File: config.mk
export PLATFORM = sky130hd
export DESIGN_NAME = adc_seq_ctrl
export DESIGN_NICKNAME = d
export VERILOG_FILES = /design/src/rtl/adc_seq_pkg.sv /design/src/rtl/adc_trig_sync.sv /design/src/rtl/adc_seq_fsm.sv /design/src/rtl/adc_eoc_route.sv /design/src/rtl/adc_seq_ctrl.sv
export SDC_FILE = /design/constraint.sdc
export NUM_CORES = 1
export LEC_CHECK = 0
export ABC_AREA = 1
export CAP_MARGIN = 20
export CORE_MARGIN = 2
export CORE_UTILIZATION = 40
export CTS_BUF_LIST = sky130_fd_sc_hd__clkbuf_4 sky130_fd_sc_hd__clkbuf_8 sky130_fd_sc_hd__clkbuf_16
export DETAILED_ROUTE_END_ITERATION = 8
export PLACE_DENSITY = 0.86
export SLEW_MARGIN = 20
export SYNTH_ARGS = -nofsm -noshare
export SYNTH_HDL_FRONTEND = slang
export SYNTH_SLANG_ARGS = --single-unit
File: constraint.sdc
create_clock -name clk -period 1.6 [get_ports clk]
set_input_delay 0.48 -clock clk [delete_from_list [all_inputs] [get_ports clk]]
set_output_delay 0.48 -clock clk [all_outputs]
set_load 0.1 [all_outputs]
File: src/rtl/adc_seq_pkg.sv
package adc_seq_pkg;
   typedef enum logic [1:0] {
      MODE_SINGLE = 2'd0,
      MODE_MULTI  = 2'd1,
      MODE_SCAN   = 2'd2,
      MODE_SCAN2  = 2'd3
   } adc_mode_t;

   typedef enum logic [1:0] {
      PH_IDLE   = 2'd0,
      PH_LAUNCH = 2'd1,
      PH_WAIT   = 2'd2
   } adc_phase_t;
endpackage

File: src/rtl/adc_trig_sync.sv
module adc_trig_sync #(
   parameter int STAGES = 2
) (
   input  logic clk,
   input  logic rst_n,
   input  logic trig_n_async,
   output logic trig_fall
);
   generate
      if (STAGES < 2) begin : g_bad
         $error("adc_trig_sync needs at least two stages");
      end
   endgenerate

   logic [STAGES-1:0] chain_q;
   logic              prev_q;

   generate
      for (genvar i = 0; i < STAGES; i++) begin : g_stage
         if (i == 0) begin : g_first
            always_ff @(posedge clk or negedge rst_n)
               if (!rst_n) chain_q[0] <= 1'b1;
               else        chain_q[0] <= trig_n_async;
         end else begin : g_next
            always_ff @(posedge clk or negedge rst_n)
               if (!rst_n) chain_q[i] <= 1'b1;
               else        chain_q[i] <= chain_q[i-1];
         end
      end
   endgenerate

   always_ff @(posedge clk or negedge rst_n)
      if (!rst_n) prev_q <= 1'b1;
      else        prev_q <= chain_q[STAGES-1];

   assign trig_fall = prev_q & ~chain_q[STAGES-1];

   a_r8_one_start_per_edge: assert property (@(posedge clk) disable iff (!rst_n)
      trig_fall |=> !trig_fall);
endmodule

File: src/rtl/adc_seq_fsm.sv
module adc_seq_fsm
   import adc_seq_pkg::*;
#(
   parameter int CH_W = 2
) (
   input  logic            clk,
   input  logic            rst_n,
   input  logic            start_cmd,
   input  logic [CH_W-1:0] start_first,
   input  logic            stop_cmd,
   input  adc_mode_t       mode,
   input  logic [CH_W-1:0] first_ch,
   input  logic [CH_W-1:0] last_ch,
   input  logic            conv_done,
   output logic            busy,
   output logic            conv_start,
   output logic [CH_W-1:0] conv_chan,
   output logic            eoc
);
   adc_phase_t      phase_q, phase_d;
   logic [CH_W-1:0] cur_q, cur_d;
   logic            stop_q;
   logic            is_scan;

   assign is_scan = mode[1];

   always_comb begin
      phase_d = phase_q;
      cur_d   = cur_q;
      eoc     = 1'b0;
      unique case (phase_q)
         PH_IDLE: begin
            if (start_cmd) begin
               phase_d = PH_LAUNCH;
               cur_d   = start_first;
            end
         end
         PH_LAUNCH: phase_d = PH_WAIT;
         PH_WAIT: begin
            if (conv_done) begin
               if (stop_q) begin
                  phase_d = PH_IDLE;
               end else if (mode == MODE_SINGLE) begin
                  phase_d = PH_IDLE;
                  eoc     = 1'b1;
               end else if (cur_q == last_ch) begin
                  eoc = 1'b1;
                  if (is_scan) begin
                     phase_d = PH_LAUNCH;
                     cur_d   = first_ch;
                  end else begin
                     phase_d = PH_IDLE;
                  end
               end else begin
                  phase_d = PH_LAUNCH;
                  cur_d   = cur_q + 1'b1;
               end
            end
         end
         default: phase_d = PH_IDLE;
      endcase
   end

   always_ff @(posedge clk or negedge rst_n) begin
      if (!rst_n) begin
         phase_q <= PH_IDLE;
         cur_q   <= '0;
         stop_q  <= 1'b0;
      end else begin
         phase_q <= phase_d;
         cur_q   <= cur_d;
         if (phase_d == PH_IDLE)        stop_q <= 1'b0;
         else if (stop_cmd && busy)     stop_q <= 1'b1;
      end
   end

   assign busy       = (phase_q != PH_IDLE);
   assign conv_start = (phase_q == PH_LAUNCH);
   assign conv_chan  = cur_q;

   a_r7_start_pulse: assert property (@(posedge clk) disable iff (!rst_n)
      conv_start |=> !conv_start);
   a_r7_chan_hold: assert property (@(posedge clk) disable iff (!rst_n)
      (phase_q == PH_WAIT && !conv_done) |=> ($stable(conv_chan) && !conv_start));
   a_r5_busy_until_done: assert property (@(posedge clk) disable iff (!rst_n)
      (busy && !(phase_q == PH_WAIT && conv_done)) |=> busy);
   a_r5_no_eoc_on_stop: assert property (@(posedge clk) disable iff (!rst_n)
      stop_q |-> !eoc);
endmodule

File: src/rtl/adc_eoc_route.sv
module adc_eoc_route (
   input  logic clk,
   input  logic rst_n,
   input  logic eoc,
   input  logic to_dma,
   input  logic irq_ack,
   output logic irq,
   output logic dma_req
);
   always_ff @(posedge clk or negedge rst_n) begin
      if (!rst_n) begin
         irq     <= 1'b0;
         dma_req <= 1'b0;
      end else begin
         dma_req <= eoc & to_dma;
         if (eoc && !to_dma) irq <= 1'b1;
         else if (irq_ack)   irq <= 1'b0;
      end
   end

   a_r10_irq_held: assert property (@(posedge clk) disable iff (!rst_n)
      (irq && !irq_ack) |=> irq);
   a_r11_dma_pulse: assert property (@(posedge clk) disable iff (!rst_n)
      dma_req |=> !dma_req);
   a_r11_no_irq_on_dma: assert property (@(posedge clk) disable iff (!rst_n)
      (!irq && !(eoc && !to_dma)) |=> !irq);
endmodule

File: src/rtl/adc_seq_ctrl.sv
module adc_seq_ctrl
   import adc_seq_pkg::*;
#(
   parameter int NUM_CH      = 4,
   parameter int DATA_W      = 16,
   parameter int START_BIT   = 13,
   parameter int ROUTE_BIT   = 12,
   parameter int FIRST_LSB   = 4,
   parameter int LAST_LSB    = 8,
   parameter int SYNC_STAGES = 2,
   localparam int CH_W       = (NUM_CH > 1) ? $clog2(NUM_CH) : 1
) (
   input  logic              clk,
   input  logic              rst_n,
   input  logic              wr_en,
   input  logic [DATA_W-1:0] wr_data,
   output logic [DATA_W-1:0] ctrl_rdata,
   input  logic              ext_trig_n,
   output logic              conv_start,
   output logic [CH_W-1:0]   conv_chan,
   input  logic              conv_done,
   output logic              irq,
   input  logic              irq_ack,
   output logic              dma_req
);
   generate
      if (NUM_CH < 2 || (1 << CH_W) != NUM_CH) begin : g_bad_ch
         $error("NUM_CH must be a power of two of at least 2");
      end
      if (START_BIT >= DATA_W || ROUTE_BIT >= DATA_W || START_BIT == ROUTE_BIT) begin : g_bad_bits
         $error("start and routing bits must be distinct and inside the word");
      end
      if (FIRST_LSB < 2 || FIRST_LSB + CH_W > LAST_LSB || LAST_LSB + CH_W > ROUTE_BIT
          || LAST_LSB + CH_W > START_BIT) begin : g_bad_fields
         $error("channel fields overlap other fields");
      end
   endgenerate

   adc_mode_t       mode_q;
   logic [CH_W-1:0] first_q, last_q;
   logic            route_q;
   logic            busy, trig_fall, eoc;
   logic            cfg_we, start_cmd, stop_cmd;
   logic [CH_W-1:0] start_first;

   assign cfg_we = wr_en & ~busy;

   always_ff @(posedge clk or negedge rst_n) begin
      if (!rst_n) begin
         mode_q  <= MODE_SINGLE;
         first_q <= '0;
         last_q  <= '0;
         route_q <= 1'b0;
      end else if (cfg_we) begin
         mode_q  <= adc_mode_t'(wr_data[1:0]);
         first_q <= wr_data[FIRST_LSB +: CH_W];
         last_q  <= wr_data[LAST_LSB +: CH_W];
         route_q <= wr_data[ROUTE_BIT];
      end
   end

   assign start_cmd   = (cfg_we & wr_data[START_BIT])
                      | (trig_fall & ~busy & ~wr_en & (mode_q != MODE_MULTI));
   assign start_first = cfg_we ? wr_data[FIRST_LSB +: CH_W] : first_q;
   assign stop_cmd    = wr_en & busy & ~wr_data[START_BIT] & (mode_q != MODE_SINGLE);

   always_comb begin
      ctrl_rdata                      = '0;
      ctrl_rdata[1:0]                 = mode_q;
      ctrl_rdata[FIRST_LSB +: CH_W]   = first_q;
      ctrl_rdata[LAST_LSB +: CH_W]    = last_q;
      ctrl_rdata[ROUTE_BIT]           = route_q;
      ctrl_rdata[START_BIT]           = busy;
   end

   adc_trig_sync #(.STAGES(SYNC_STAGES)) u_sync (
      .clk(clk), .rst_n(rst_n), .trig_n_async(ext_trig_n), .trig_fall(trig_fall));

   adc_seq_fsm #(.CH_W(CH_W)) u_fsm (
      .clk(clk), .rst_n(rst_n), .start_cmd(start_cmd), .start_first(start_first),
      .stop_cmd(stop_cmd), .mode(mode_q), .first_ch(first_q), .last_ch(last_q),
      .conv_done(conv_done), .busy(busy), .conv_start(conv_start),
      .conv_chan(conv_chan), .eoc(eoc));

   adc_eoc_route u_route (
      .clk(clk), .rst_n(rst_n), .eoc(eoc), .to_dma(route_q), .irq_ack(irq_ack),
      .irq(irq), .dma_req(dma_req));

   a_r12_route_locked: assert property (@(posedge clk) disable iff (!rst_n)
      busy |=> $stable(route_q));
   a_r12_mode_locked: assert property (@(posedge clk) disable iff (!rst_n)
      busy |=> ($stable(mode_q) && $stable(first_q) && $stable(last_q)));
   a_r9_no_trig_multi: assert property (@(posedge clk) disable iff (!rst_n)
      (!busy && !wr_en && mode_q == MODE_MULTI) |=> !busy);
endmodule

==> flow_metrics.py, run 1 <==
metrics = {
    "floorplan": {
        "die_x_um": 51.56,
        "initial_core_util_pct": 41.70,
        "row_count": 17,
        "coreArea_mm2": 0.002170,
        "num_io_pins": 43,
        "die_height_um": 51.56,
        "die_area_mm2": 0.002658,
    },
    "global_routing": {
        "grt_overflow": 0,
        "grt_max_degree": 18,
        "antenna_found_initial": 0,
        "grt_pass1_wl_um": 3229,
        "grt_pass1_vias": 763,
        "grt_use_total_pct": 16.23,
    },
    "sta": {
        "fin_crit_sh_pct": 99.32,
        "slew_viol_final": 0,
        "rsz0062_at_grt": "yes",
        "fmaxAchievable_ghz": 0.6293,
        "fin_crit_ns": 1.589,
        "skew_ns": 0.001978,
        "fin_ws_ns": 0.01087,
        "finalHoldViolCount": 0,
        "finalSetupViolCount": 0,
    },
    "synth": {
        "synthesis.area_um2": 904.6,
        "yosysUniqueCellTypes": 24,
        "syn_avg_cell_area_um2": 8.454,
        "syn_inst": 107,
        "synth_warnings": 0,
        "ys_ff_latch": 17,
        "ys_seq_area_share_pct": 47.44,
    },
    "cells_and_area": {
        "drive_gt1_share_pct": 33.33,
        "fillers": 185,
        "area_delta_synth_final_pct": 49.24,
        "fin_nets": 161,
        "final_common_cell": "nand2_1",
        "antenna_cells": 0,
        "layout.cells.most_common_list": "nand2_1, inv_1, clkdlybuf4s50_1, buf_12, nor2_1",
    },
    "outcome": {
        "outcome": "finished, final reports clean",
    },
    "clock_tree": {
        "cts-htree-levels": 1,
        "cts_tree": "yes",
        "worst_skew_pair.late_latency_ns": 0.29,
        "postCtsResizedCells": 0,
        "clkTransAtPathRegs_ns": 0.10,
        "clockBufferDepth": 2,
        "cts_buffers": 3,
        "clock_sinks": 17,
        "holdBufCountCts": 0,
        "cts_root_buffer": "clkbuf_4",
    },
    "route": {
        "via_per_inst": 4.524,
        "first_pass_iters": 4,
        "dr.first_iter.drc_count": 7,
        "wl_per_cell_um": 11.05,
        "drc": 0,
        "ant_nets": 0,
        "vias": 751,
        "totalWireLength_um": 1834,
    },
    "critical_path": {
        "slowest_delay_ns": 0.44,
        "timing_worst_setup_path_type": "flip-flop to output port",
        "arrival_ns": 1.11,
        "cp_slowest_cell": "dfrtp_1",
        "reg2reg_slack_ns": 0.27,
        "critPathRequiredTime_ns": 1.12,
        "worstPathMaxFanout": 3,
        "startpoint_type": "flip-flop",
        "setup.worst_path.end_class": "output port",
        "path_cells": "nor2_2, inv_2, buf_12",
    },
    "place": {
        "numPortBuffers": 26,
        "place_ws_ns": -0.1024,
        "dpl.hpwl_um": 1445,
        "gp_congestion": 0.8131,
    },
    "min_path": {
        "hold_class": "flip-flop to flip-flop",
    },
    "run": {
        "drv_cap": 0,
    },
}
-- worst paths after layout --
| path | start | to | depth (start not counted) |
|---|---|---|---|
| setup / recovery | u_fsm.phase_q[1] | ctrl_rdata[13] | 3 |
| hold / removal | u_sync.chain_q[0] | u_sync.chain_q[1] | 0 |
| setup reg to reg | u_fsm.phase_q[1] | u_fsm.conv_chan[1] | 9 |
| hold reg to reg | u_sync.chain_q[0] | u_sync.chain_q[1] | 0 |
| max in group asynchronous | rst_n | u_sync.prev_q | 2 |
| min in group asynchronous | rst_n | mode_q[0] | 2 |
-- cell type report --
| class | count | area [um^2] | share of cell area, % |
|---|---|---|---|
| clock inverters | 1 | 5.005 | 0.3707 |
| flip-flops and latches | 17 | 436.7 | 32.34 |
| multi-input cells | 69 | 359.1 | 26.60 |
| repair buffers | 31 | 427.9 | 31.70 |
| inverters | 17 | 63.81 | 4.727 |
| clock buffers | 3 | 22.52 | 1.668 |
| well taps | 28 | 35.03 | 2.595 |
-- synthesized netlist by cell type --
cell	count	area (um^2)
o21ai_0	1	5.000
inv_1	15	56.30
nand3_1	8	40.04
xnor2_1	1	8.760
mux2_2	1	11.26
nor2_1	13	48.80
a21oi_2	1	8.760
inv_2	2	7.510
o22ai_1	1	6.260
o211ai_2	1	12.51
nand2_4	1	11.26
dfstp_2	3	78.83
nand3_2	1	10.01
conb_1	1	3.750
a21oi_1	5	25.02
nand2_1	19	71.32
dfrtp_1	14	350.3
nand2_2	4	25.02
buf_4	10	75.07
nor2_2	1	6.260
buf_6	1	11.26
nand4_1	1	6.260
o21ai_2	1	8.760
xnor2_2	1	16.27
-- sequential cells by signal, indices dropped and copies added (netlist names) --
register / count
u_fsm.conv_chan: 2
last_q: 2
u_sync.prev_q: 1
u_fsm.phase_q: 2
first_q: 2
u_fsm.stop_q: 1
u_route.irq: 1
route_q: 1
u_sync.chain_q: 2
u_route.dma_req: 1
mode_q: 2
-- repair_timing --
item                                    4_1_cts  5_1_grt
endpoints found under the setup margin        1        1
pin swaps                                     1        0
buffers inserted                              1        0
-- worst max-delay path, delay by kind of cell, from the launching register on --
| kind | cells | cell delay, ns |
|---|---|---|
| flops | 1 | 0.44 |
| buf+inv | 2 | 0.23 |
| simple gates | 1 | 0.14 |
-- per-layer routing --
metal / vias up / GRT usage (%) / part of all wire, %
li1: 375 / - / -
met3: 2 / 1.149 / 5.9
met1: 340 / 20.97 / 38
met5: - / 0 / 0
met4: 0 / 6.579 / 1.0
met2: 34 / 28.21 / 55
-- cells by family (layout without fill, tap and decap cells) --
logic type	Yosys count	count (layout)	share of synthesized area, %
flops	17	17	47.44
xor+xnor	2	2	2.767
simple gates	48	48	24.21
buf+inv	28	52	16.60
compound gates	10	10	7.330
other cells	1	8	0.4145
mux	1	1	1.245
-- per-stage QoR --
stage | util [%] | cells | setup TNS (ns) | hold slack [ns] | cell area [um^2]
finish | 62.23 | 166 | 0 | 0.3702 | 1350
global route | 62.23 | 166 | -0.04307 | 0.3763 | 1350
CTS | 62.23 | 166 | 0 | 0.3695 | 1350
detailed placement | 60.61 | 161 | -0.3014 | 0.3495 | 1315
global placement | 60.61 | 161 | -0.1758 | 0.3485 | 1315
floorplan | - | 114 | 0 | 0.1844 | 945.9
Power of run 1 is not shown: default switching activity piles up to over one toggle a cycle in this logic, so the estimate is an artifact.
==> run 2: changes to the inputs <==
--- a/config.mk
+++ b/config.mk
@@ -8,10 +8,10 @@
 export ABC_AREA = 1
 export CAP_MARGIN = 20
 export CORE_MARGIN = 2
-export CORE_UTILIZATION = 40
+export CORE_UTILIZATION = 25
 export CTS_BUF_LIST = sky130_fd_sc_hd__clkbuf_4 sky130_fd_sc_hd__clkbuf_8 sky130_fd_sc_hd__clkbuf_16
 export DETAILED_ROUTE_END_ITERATION = 8
-export PLACE_DENSITY = 0.86
+export PLACE_DENSITY = 0.61
 export SLEW_MARGIN = 20
 export SYNTH_ARGS = -nofsm -noshare
 export SYNTH_HDL_FRONTEND = slang
==> flow_metrics.py, run 2 (synthesized netlist as in run 1, its figures left out) <==
metrics = {
    "route": {
        "via_per_inst": 4.146,
        "dr.first_iter.drc_count": 26,
        "drc": 0,
        "totalWireLength_um": 1850,
        "wl_per_cell_um": 10.00,
        "vias": 767,
        "ant_nets": 0,
        "first_pass_iters": 4,
    },
    "sta": {
        "finalSetupTns_ns": 0,
        "fin_crit_sh_pct": 99.79,
        "fin_crit_ns": 1.597,
        "slew_viol_final": 0,
        "rsz0062_at_grt": "yes",
        "fin_ws_ns": 0.003381,
        "skew_ns": 0.002449,
        "finalHoldViolCount": 0,
        "fmaxAchievable_ghz": 0.6263,
        "finalSetupViolCount": 0,
    },
    "clock_tree": {
        "cts-htree-levels": 1,
        "postCtsResizedCells": 0,
        "cts_buffers": 3,
        "cts_root_buffer": "clkbuf_4",
        "clockBufferDepth": 2,
        "clkTransAtPathRegs_ns": 0.10,
        "holdBufCountCts": 0,
        "clock_sinks": 17,
        "cts_tree": "yes",
        "worst_skew_pair.late_latency_ns": 0.29,
    },
    "cells_and_area": {
        "fin_nets": 162,
        "fillers": 357,
        "antenna_cells": 0,
        "final_common_cell": "nand2_1",
        "stdcell_count": 185,
        "drive_gt1_share_pct": 33.81,
        "layout.cells.most_common_list": "nand2_1, inv_1, clkdlybuf4s50_1, buf_12, nor2_1",
        "area_delta_synth_final_pct": 52.84,
    },
    "critical_path": {
        "critPathRequiredTime_ns": 1.12,
        "r2r_start": "u_fsm.phase_q[1]",
        "worstPathMaxFanout": 3,
        "timing_worst_setup_path_type": "flip-flop to output port",
        "startpoint": "u_fsm.phase_q[1]",
        "slowest_delay_ns": 0.44,
        "setup.worst_path.end_class": "output port",
        "startpoint_type": "flip-flop",
        "reg2reg_slack_ns": 0.27,
        "cp_slowest_cell": "dfrtp_1",
        "arrival_ns": 1.12,
        "crit_path_end": "ctrl_rdata[13]",
        "path_cells": "nor2_2, inv_2, buf_12",
        "rr_worst_depth": 8,
        "rr_endpoint": "u_fsm.conv_chan[0]",
    },
    "global_routing": {
        "grt_pass1_wl_um": 3305,
        "antenna_found_initial": 0,
        "grt_max_degree": 18,
        "grt_use_total_pct": 10.35,
        "grt_overflow": 0,
        "grt_pass1_vias": 790,
    },
    "floorplan": {
        "row_count": 21,
        "num_io_pins": 43,
        "initial_core_util_pct": 26.48,
        "die_height_um": 64.16,
        "die_x_um": 64.16,
        "die_area_mm2": 0.004116,
        "coreArea_mm2": 0.003416,
    },
    "outcome": {
        "outcome": "finished, final reports clean",
    },
    "place": {
        "place_inst": 179,
        "gp_congestion": 0.8643,
        "dpl.hpwl_um": 1466,
        "numPortBuffers": 26,
        "place_ws_ns": -0.08173,
    },
    "run": {
        "drv_cap": 0,
    },
    "min_path": {
        "hold_class": "flip-flop to flip-flop",
    },
}
-- run 2: critical path, delay by kind of cell (launching register included) --
kind	cells	cell delay, ns
buffers and inverters	2	0.23
flip-flops	1	0.44
AND/OR/NAND/NOR	1	0.15
-- run 2: how the worst min path moves through the flow --
| stage | start | end | slack (ns) | cells after the start |
|---|---|---|---|---|
| 6_report | u_sync.chain_q[0] | u_sync.chain_q[1] | 0.36 | 0 |
| 3_5_place_dp | u_sync.chain_q[0] | u_sync.chain_q[1] | 0.35 | 0 |
| 4_1_cts | u_sync.chain_q[0] | u_sync.chain_q[1] | 0.37 | 0 |
| 2_1_floorplan | rst_n | first_q[0] | 0.18 | 0 |
| 3_3_place_gp | u_sync.chain_q[0] | u_sync.chain_q[1] | 0.35 | 0 |
| 5_1_grt | u_sync.chain_q[0] | u_sync.chain_q[1] | 0.37 | 0 |
-- run 2: layout make-up --
type / count / area [um^2] / share of cell area (%)
Sequential cell: 17 / 436.7 / 31.58
Timing Repair Buffer: 32 / 435.4 / 31.49
Multi-Input combinational cell: 69 / 359.1 / 25.97
Inverter: 17 / 63.81 / 4.615
Tap cell: 46 / 57.56 / 4.163
Clock buffer: 3 / 22.52 / 1.629
Clock inverter: 1 / 7.507 / 0.5430
-- run 2: timing repair --
item | 4_1_cts | 5_1_grt
setup buffers | 2 | 0
setup endpoints to repair | 1 | 2
pin swaps | 1 | 0
-- run 2: through the flow --
step                hold WS, ns  instance area (um^2)  utilization, %
finish                   0.3643                  1383           40.48
global route             0.3720                  1383           40.48
CTS                      0.3672                  1383           40.48
detailed placement       0.3513                  1338           39.16
global placement         0.3497                  1338           39.16
floorplan                0.1844                 945.9               -
-- run 2: layer usage --
metal	track usage, %	up-vias	wire length, um
met4	9.309	0	66
met3	1.761	4	115
met1	11.97	355	792
li1	-	378	-
met5	0	-	0
met2	16.28	30	875
Power of run 2 is left out for the same reason.
==> run 3: changes to the inputs <==
--- a/config.mk
+++ b/config.mk
@@ -6,11 +6,12 @@
 export NUM_CORES = 1
 export LEC_CHECK = 0
 export ABC_AREA = 1
-export CAP_MARGIN = 20
+export CAP_MARGIN = 0
 export CORE_MARGIN = 2
 export CORE_UTILIZATION = 25
 export CTS_BUF_LIST = sky130_fd_sc_hd__clkbuf_4 sky130_fd_sc_hd__clkbuf_8 sky130_fd_sc_hd__clkbuf_16
 export DETAILED_ROUTE_END_ITERATION = 8
+export HOLD_SLACK_MARGIN = 0.08
 export PLACE_DENSITY = 0.61
 export SLEW_MARGIN = 20
 export SYNTH_ARGS = -nofsm -noshare
==> results of run 3 <==
No change in the layout: final DEF, timing and power equal those of run 2.
Power of run 3 is left out for the same reason.
